File: src/rtl/rq_pkg.sv
package rq_pkg;

  // common arithmetic width of the loop datapath
  localparam int SW = 32;

  typedef logic signed [SW-1:0] acc_t;

  // one binary-weighted term: value times 2^sh
  function automatic acc_t pow2_term(input acc_t v, input int sh);
    return v <<< sh;
  endfunction

  // scaled division by 2^sh rounding toward minus infinity
  function automatic acc_t floor_div_pow2(input acc_t v, input int sh);
    return v >>> sh;
  endfunction

  // fed-back level for a decision bit
  function automatic acc_t fb_level(input logic d, input int lvl);
    return d ? acc_t'(lvl) : -acc_t'(lvl);
  endfunction

endpackage

File: src/rtl/rq_coeff.sv
module rq_coeff
  import rq_pkg::*;
#(
  parameter int FRAC = 9,
  parameter int SA   = 7,
  parameter int SB   = -1
) (
  input  acc_t err,
  output acc_t term
);

  // the coefficient is 2^-SA (+ 2^-SB), state scaled by 2^FRAC
  generate
    if (SB < 0) begin : g_single
      assign term = pow2_term(err, FRAC - SA);
    end else begin : g_pair
      assign term = pow2_term(err, FRAC - SA) + pow2_term(err, FRAC - SB);
    end
  endgenerate

endmodule

File: src/rtl/rq_integrator.sv
module rq_integrator
  import rq_pkg::*;
#(
  parameter int W = 16
) (
  input  logic clk,
  input  logic rst,
  input  logic en,
  input  acc_t delta,
  output acc_t state
);

  logic signed [W-1:0] state_q;
  acc_t                sum_full;

  assign state    = acc_t'(state_q);
  assign sum_full = state + delta;

  always_ff @(posedge clk) begin
    if (rst)     state_q <= '0;
    else if (en) state_q <= sum_full[W-1:0];
  end

  // a reset cycle leaves the state at zero
  assert_reset_clear_R1: assert property (@(posedge clk) disable iff (rst)
    $past(rst) |-> state_q == '0);

  // idle cycles leave the state untouched
  assert_idle_hold_R3: assert property (@(posedge clk) disable iff (rst)
    !en |=> $stable(state_q));

  // the update never leaves the register's range
  assert_no_wrap_R8: assert property (@(posedge clk) disable iff (rst)
    en |-> (sum_full >= -(acc_t'(1) <<< (W-1)) && sum_full < (acc_t'(1) <<< (W-1))));

endmodule

File: src/rtl/rq_quantizer.sv
module rq_quantizer
  import rq_pkg::*;
(
  input  logic clk,
  input  logic rst,
  input  logic en,
  input  acc_t sum_in,
  output logic decision,
  output logic bit_q
);

  assign decision = (sum_in >= 0);

  always_ff @(posedge clk) begin
    if (rst)     bit_q <= 1'b0;
    else if (en) bit_q <= decision;
  end

  // output is cleared by reset
  assert_out_reset_R1: assert property (@(posedge clk) disable iff (rst)
    $past(rst) |-> bit_q == 1'b0);

  // output holds between strobes
  assert_out_hold_R3: assert property (@(posedge clk) disable iff (rst)
    !en |=> $stable(bit_q));

endmodule

File: src/rtl/rq_top.sv
module rq_top
  import rq_pkg::*;
#(
  parameter int IN_W      = 4,
  parameter int CODE_MIN  = -6,
  parameter int CODE_MAX  = 5,
  parameter int FB_LVL    = 12,
  parameter int FRAC      = 9,
  parameter int RES_SHIFT = 9,
  parameter int W1        = 16,
  parameter int W2        = 20,
  parameter int W3        = 22,
  parameter int W4        = 24
) (
  input  logic                   clk,
  input  logic                   rst,
  input  logic                   sample_en,
  input  logic signed [IN_W-1:0] code_in,
  output logic                   bit_out
);

  localparam int NSTG = 4;
  localparam int SHIFT_A [NSTG] = '{7, 4, 2, 1};
  localparam int SHIFT_B [NSTG] = '{-1, -1, 3, 2};
  localparam int MAX_ERR  = FB_LVL + ((-CODE_MIN > CODE_MAX) ? -CODE_MIN : CODE_MAX);
  localparam int STEP1_MAX = MAX_ERR <<< (FRAC - 7);

  acc_t code_ext;
  acc_t fb_val;
  acc_t err;
  acc_t coef_term [NSTG];
  acc_t s1, s2, s3, s4;
  acc_t res_term;
  acc_t final_sum;
  logic decision;

  assign code_ext = {{(SW-IN_W){code_in[IN_W-1]}}, code_in};
  assign fb_val   = fb_level(decision, FB_LVL);
  assign err      = code_ext - fb_val;

  genvar g;
  generate
    for (g = 0; g < NSTG; g++) begin : g_coef
      rq_coeff #(.FRAC(FRAC), .SA(SHIFT_A[g]), .SB(SHIFT_B[g])) u_coef (
        .err  (err),
        .term (coef_term[g])
      );
    end
  endgenerate

  // local resonator feedback from the last state into the third stage
  assign res_term  = floor_div_pow2(s4, RES_SHIFT);
  assign final_sum = s4 + pow2_term(code_ext, FRAC);

  rq_integrator #(.W(W1)) u_int1 (
    .clk(clk), .rst(rst), .en(sample_en),
    .delta(coef_term[0]), .state(s1)
  );

  rq_integrator #(.W(W2)) u_int2 (
    .clk(clk), .rst(rst), .en(sample_en),
    .delta(s1 + coef_term[1]), .state(s2)
  );

  rq_integrator #(.W(W3)) u_int3 (
    .clk(clk), .rst(rst), .en(sample_en),
    .delta(s2 + coef_term[2] - res_term), .state(s3)
  );

  rq_integrator #(.W(W4)) u_int4 (
    .clk(clk), .rst(rst), .en(sample_en),
    .delta(s3 + coef_term[3]), .state(s4)
  );

  rq_quantizer u_quant (
    .clk(clk), .rst(rst), .en(sample_en),
    .sum_in(final_sum), .decision(decision), .bit_q(bit_out)
  );

  // only legal codes are presented with the strobe
  assert_code_legal_R7: assert property (@(posedge clk) disable iff (rst)
    sample_en |-> (code_ext >= CODE_MIN && code_ext <= CODE_MAX));

  // the first state moves by at most the largest weighted error per sample
  assert_step_bound_R5: assert property (@(posedge clk) disable iff (rst)
    sample_en |=> ((s1 - $past(s1)) <= STEP1_MAX && (s1 - $past(s1)) >= -STEP1_MAX));

endmodule

File: config.mk
export PLATFORM = sky130hd
export DESIGN_NAME = rq_top
export DESIGN_NICKNAME = d
export VERILOG_FILES = /design/src/rtl/rq_pkg.sv /design/src/rtl/rq_coeff.sv /design/src/rtl/rq_integrator.sv /design/src/rtl/rq_quantizer.sv /design/src/rtl/rq_top.sv
export SDC_FILE = /design/constraint.sdc
export NUM_CORES = 1
export LEC_CHECK = 0
export BUFFER_PORTS_ARGS = -buffer_cell sky130_fd_sc_hd__buf_2
export CAP_MARGIN = 25
export CORE_MARGIN = 2
export CORE_UTILIZATION = 25
export CTS_BUF_LIST = sky130_fd_sc_hd__clkbuf_2 sky130_fd_sc_hd__clkbuf_4 sky130_fd_sc_hd__clkbuf_8
export DETAILED_ROUTE_END_ITERATION = 10
export MAX_ROUTING_LAYER = met4
export PLACE_DENSITY = 0.41
export SLEW_MARGIN = 20
export SYNTH_ARGS = -nofsm -noshare
export SYNTH_HDL_FRONTEND = slang
export SYNTH_SLANG_ARGS = --single-unit
File: constraint.sdc
create_clock -name clk -period 10.8 [get_ports clk]
set_clock_uncertainty 0.1 [all_clocks]
set_input_delay 1.08 -clock clk [delete_from_list [all_inputs] [get_ports clk]]
set_output_delay 1.08 -clock clk [all_outputs]
set_load 0.1 [all_outputs]
* Word level (Yosys, flattened, before mapping) *
Cells that the tools add are included.

operators by class
  add/subtract/negate cells = 12
  order comparisons = 1
  mux-type cells = 1

operators with widths
  operator                                               count
  adder 24 bit                                           2
  adder 22 bit                                           2
  adder 24 x 13 -> 25 bit                                1
  >= comparator 25 x 1 -> 1 bit (second input constant)  1
  adder 22 x 24 -> 24 bit                                1
  adder 20 x 22 -> 22 bit                                1
  subtractor 22 x 15 -> 22 bit                           1
  adder 16 x 20 -> 20 bit                                1
  adder 20 bit                                           1
  2-to-1 mux 17 bit                                      1
  subtractor 4 x 17 -> 17 bit                            1
  adder 16 bit                                           1

word-level totals
  flip-flop bits (word level) = 83
  input port bits = 7
  output and inout port bits = 1
  word-level logic and storage cells = 19

* Longest topological paths before layout *
  word-level depth = 8
  gate-level depth with buffers = 26
  depth with buffers taken out = 25

* By module *
Synthesis repeated with hierarchy kept, for this count alone.

second synthesis, totals
  cells, all modules = 2325
  area, all modules = 17624.4 µm²

modules (own cells, without submodules)
  module                            times used  cells each  area an instance (µm²)  sequential area each (µm²)
  rq_top                            1           955         6867.8                  0.0
  rq_integrator at u_int4           1           272         2170.8                  480.5
  rq_integrator at u_int2           1           251         1991.9                  400.4
  rq_integrator at u_int3           1           242         1944.4                  440.4
  rq_integrator at u_int1           1           167         1450.1                  320.3
  rq_coeff at g_coef[2].u_coef      1           192         1371.3                  0.0
  rq_coeff at g_coef[3].u_coef      1           176         1305.0                  0.0
  rq_coeff at g_coef[0].u_coef ...  2           33          244.0                   0.0
  rq_quantizer                      1           4           35.0                    20.0

* Least setup slack after synthesis *
No wires, ideal clock.

  kind = input to register
  from = in code_in[3]
  to = reg u_int3.state_q[18]
  setup time = 106 ps
  arrival time = 7156 ps
  required time = 10594 ps
  slack = 3438 ps
  stages on the path = 22
  buffers on the path = 1
  cell sequence = ha_1 o21a_1 o21a_1 o311ai_0 inv_1 fa_1 inv_1 fa_1 inv_1 fa_1 fa_1 inv_1 fa_1 inv_1 ha_1 clkbuf_2 nand3_1 or3_1 nor2_1 a221oi_1 or4_1 o311ai_0

between the ends
  longest elaborated chain between the ends = 8

RTL lines
  element                        RTL line             text
  start, declared                rq_top.sv:18         input logic signed [IN_W-1:0] code_in,
  adder 24 x 13 -> 25 bit        rq_top.sv:53         assign final_sum = s4 + pow2_term(code_ext, FRAC);
  >= comparator 25 x 1 -> 1 bit  rq_quantizer.sv:12   assign decision = (sum_in >= 0);
  via decision                   rq_top.sv:35         logic decision;
  2-to-1 mux 17 bit              rq_pkg.sv:20         return d ? acc_t'(lvl) : -acc_t'(lvl);
  subtractor 4 x 17 -> 17 bit    rq_top.sv:39         assign err = code_ext - fb_val;
  adder 22 bit                   rq_coeff.sv:17       assign term = pow2_term(err, FRAC - SA) + pow2_term(err, FRAC - SB);
  adder 20 x 22 -> 22 bit        rq_top.sv:67         .delta(s2 + coef_term[2] - res_term), .state(s3)
  subtractor 22 x 15 -> 22 bit   rq_top.sv:67
  adder 22 bit                   rq_integrator.sv:17  assign sum_full = state + delta;
  end signal, assigned           rq_integrator.sv:21  else if (en) state_q <= sum_full[W-1:0];
  end, declared                  rq_integrator.sv:13  logic signed [W-1:0] state_q;

The timed path passes the listed nets, and every way through them passes these cells.
A chain may end at the register's enable or synchronous reset.

* Final worst setup path *
  from = in code_in[3]
  to = reg u_int3.state_q[21]

Same word-level chain as after synthesis.

==> summary.md <==
| Metric | Value |
|---|---|
| Result of the run | finished clean |
| List of cells traversed by the critical path | buf_2, ha_1, o21a_1, o21a_1, o311ai_0, inv_1, fa_1, inv_1, fa_1, inv_1, fa_1, fa_1, inv_1, fa_1, inv_1, ha_1, a21o_1, a21o_1, a21oi_1, o21ai_0, or3_1, mux2_2, o2111ai_1 |
| DRC marker count from the first detailed-route iteration | around 330 |
| Proportion of register bits with asynchronous set or reset after synthesis | 0% |
| Number of clock sinks seen by CTS | just under 80 |
| Share of the clock period used by the worst path | between 70 and 80% |
| Synth Register Bits | a little under 80 |
| Critical path origin | code_in[3] |
| RR Startpoint | u_int4.state_q[9] |
| Max-cap violation count | 0 |
| Number of top-level pins | 8 |
| Maximum buffer depth of the clock tree | 2 |
| Hold buffers post-CTS | 0 |
| Category of cells accounting for the largest share of critical-path delay | adder cells |
| Library cell used as clock root buffer | sky130_fd_sc_hd__clkbuf_8 |
| Startpoint class of the critical path | input port |
| Commonest non-fill, non-tap cell in the layout | sky130_fd_sc_hd__inv_1 |
| Insertion delay to the later sink of the worst-skew pair | 400 ps |
| RSZ-0062 raised after global routing | false |
| Area of the core | 37,400 um^2 |
| Reg clk slew, reported paths | roughly 100 ps |
| Setup slack of the worst register-to-register path | roughly 3400 ps |
| Largest net degree at the start of global routing | 39 |
| Endpoint type of the worst setup path | flip-flop |
| Critical Path AT | 8300 ps |
| Placement row count | 71 |
| Post-synth design cell area | between 9000 and 10,000 um^2 |
| Top library cells by usage in the layout, fill and taps aside | sky130_fd_sc_hd__inv_1, sky130_fd_sc_hd__ha_1, sky130_fd_sc_hd__fa_1 |
| Post-detailed-routing wire length | about 26 mm |
| Final-report hold violation count | 0 |
| Post-CTS setup buffer count | 0 |
| Via-per-instance ratio | around 4.5 |
| DR vias | about 7,000 |
| CTS tree | built |
| Total non-filler cell area in the finished layout | between 10,000 and 15,000 um^2 |
| Buffers on Ports | 7 |
| Actual transition at the worst max-transition pin | 876.5 ps |
| Worst Path Class, Setup | input port to flip-flop |
| Final setup violation count | 0 |
| Destination of the worst hold path | u_int3.state_q[16] |
| Startpoint of the most critical hold path | u_int3.state_q[16] |
| Number of distinct library cells after synthesis | between 60 and 70 |
| Delay of the slowest cell on the worst path | 730 ps |
| Last weighted congestion value of the routability-driven placer | around 0.8 |
| Area added between synthesis and finish | 8.403% |
| Worst Path Max Fanout | 19 |
| Average detailed-routed wire length per instance | ~16 um |
| Via count of the first global-routing pass | 7,375 |
| HP Class | flip-flop to flip-flop |
| Number of CTS-inserted buffers | 9 |
| Syn Inst Count | roughly 1,100 |
| EDFF count, synth | 0 |
| Antenna violations before repair | 1 |
| Die Outline Area | 39,270 um^2 |
| Max H-tree Level | 3 |
| Data required, critical path | 11,030 ps |
| Ys Warns | 0 |
| Initial core utilization | approximately a quarter |
| Cell count of the worst reg-to-reg path | 25 |
| Post-synthesis net count | approximately 1,300 |
| Sequential-to-total area share from yosys stat | 16.78% |
| Global Route Usage Sum | 14.55% |
| Remaining DRCs | 0 |
| DRT antenna net count | 0 |
| Final-stage net count | about 1,300 |
| Top flip-flop cell by instance count after synthesis | sky130_fd_sc_hd__dfxtp_1 |
| Synthesized area divided by synthesized cell count | 8.751 um^2 |
| Final TNS setup | 0 ps |
| Layout Utilization | between 20% and 30% |
| Relative max-transition margin | between 40% and 50% |
| Time the worst path needs with I/O delays and setup | approximately 8000 ps |
| Detailed Routing Iterations Pass 1 | 4 |
| Worst Hold Path Cells | 2 |
| Area after DPL | about 10000 um^2 |
| Reg2reg end | u_int3.state_q[21] |
| Crit path buffers/inverters | 6 |
| Max-slew violation total from the final report | 0 |
| Half-perimeter wire length of the detailed placement result | ~21 mm |
| Post-cts repair resize count | 0 |
| Fraction of layout instances using a drive strength above 1 | 4.554% |
| Sum of overflow across all layers after global routing | 0 |
| Floorplan die height | between 150 and 200 um |
| First-pass GRT wire length | between 40 and 50 mm |
| Horiz. Die Dim | just under 200 um |
| Fmax | 0.1239 GHz |
| Slowest cell on the critical path | sky130_fd_sc_hd__o311ai_0 |
==> cells in the mapped netlist, drive strengths merged (3+ instances only) <==
cell type | n | area [um^2]
nand3 | 9 | 45.04
xor2 | 20 | 175.2
nor2b | 9 | 56.30
a221oi | 5 | 50.04
nor3 | 13 | 65.06
buf | 10 | 67.56
nand2b | 9 | 56.30
o31ai | 4 | 30.03
or2 | 5 | 31.28
clkbuf | 20 | 96.34
and3 | 4 | 25.02
a211oi | 19 | 142.6
and2 | 5 | 31.28
inv | 182 | 683.2
fa | 96 | 1922
nor3b | 5 | 37.54
a21oi | 68 | 347.8
ha | 118 | 1476
a211o | 3 | 26.28
mux2 | 6 | 75.07
a31o | 4 | 35.03
or3 | 11 | 68.82
a41oi | 3 | 26.28
dfxtp | 79 | 1582
nand4 | 6 | 37.54
o21bai | 9 | 67.56
a221o | 3 | 30.03
nor2 | 82 | 307.8
nand2 | 55 | 206.5
o311ai | 4 | 35.04
o21ai | 58 | 294.0
o211ai | 5 | 42.54
xnor2 | 34 | 297.8
a21o | 38 | 285.3
o21a | 11 | 82.58
mux2i | 32 | 320.3
a31oi | 7 | 43.79
==> logic make-up (layout without fill, tap and decap cells) <==
group | count (synthesis) | in the layout | synth area share [%]
muxes | 38 | 38 | 4.195
DFF | 79 | 79 | 16.78
other | 0 | 1 | 0
and+or+nand+nor | 220 | 220 | 10.83
adders and majority gates | 214 | 214 | 36.05
buffers and inverters | 212 | 211 | 8.987
xor gates and xnor gates | 54 | 54 | 5.018
AOI/OAI and AO/OA | 260 | 260 | 18.13
==> final cells by class <==
| type | count | area [um^2] |
|---|---|---|
| diodes | 1 | 2.502 |
| clock buffers | 11 | 151.4 |
| clock inverters | 5 | 80.08 |
| fillers | 4074 | 27180 |
| inverters | 182 | 683.2 |
| multi-input cells | 786 | 6999 |
| flip-flops and latches | 79 | 1582 |
| well taps | 511 | 639.4 |
| repair buffers | 13 | 80.08 |
==> stage by stage <==
step / hold slack (ps) / setup WS [ps] / instances
2_1_floorplan: 325.0 / 3438 / 1077
3_3_place_gp: 344.1 / 2413 / 1571
3_5_place_dp: 343.1 / 2296 / 1571
4_1_cts: 365.2 / 2723 / 1587
5_1_grt: 394.9 / 2228 / 1588
6_report: 367.1 / 2730 / 1588
==> registers in the layout, indices dropped and copies added (netlist names) <==
name	cells
u_int4.state_q	24
u_int3.state_q	22
u_int2.state_q	18
u_int1.state_q	14
u_quant.bit_q	1
==> how the worst max path moves through the flow <==
stage | slack [ps] | depth (start not counted) | to
2_1_floorplan | 3440 | 22 | u_int3.state_q[18]
3_3_place_gp | 2410 | 22 | u_int3.state_q[18]
3_5_place_dp | 2300 | 23 | u_int3.state_q[21]
4_1_cts | 2720 | 23 | u_int3.state_q[21]
5_1_grt | 2230 | 23 | u_int3.state_q[18]
6_report | 2730 | 23 | u_int3.state_q[21]
==> tightest hold or removal path, delay by kind of cell, from the launching register on <==
kind | cells | cell delay (ps)
AO/OA/AOI/OAI | 1 | 60
AND/OR/NAND/NOR | 1 | 40
flip-flops | 1 | 340
==> layer usage <==
| metal | routed length, um | vias to the layer above | global-route usage, % |
|---|---|---|---|
| met4 | 324 | 0 | 3.035 |
| li1 | - | 3632 | - |
| met1 | 13550 | 3466 | 19.87 |
| met3 | 483 | 19 | 2.061 |
| met5 | 0 | - | - |
| met2 | 11790 | 59 | 22.88 |
Power is left out: the tool's default activity adds up to more than one toggle a clock period on the data nets, which glitch-free logic cannot reach.
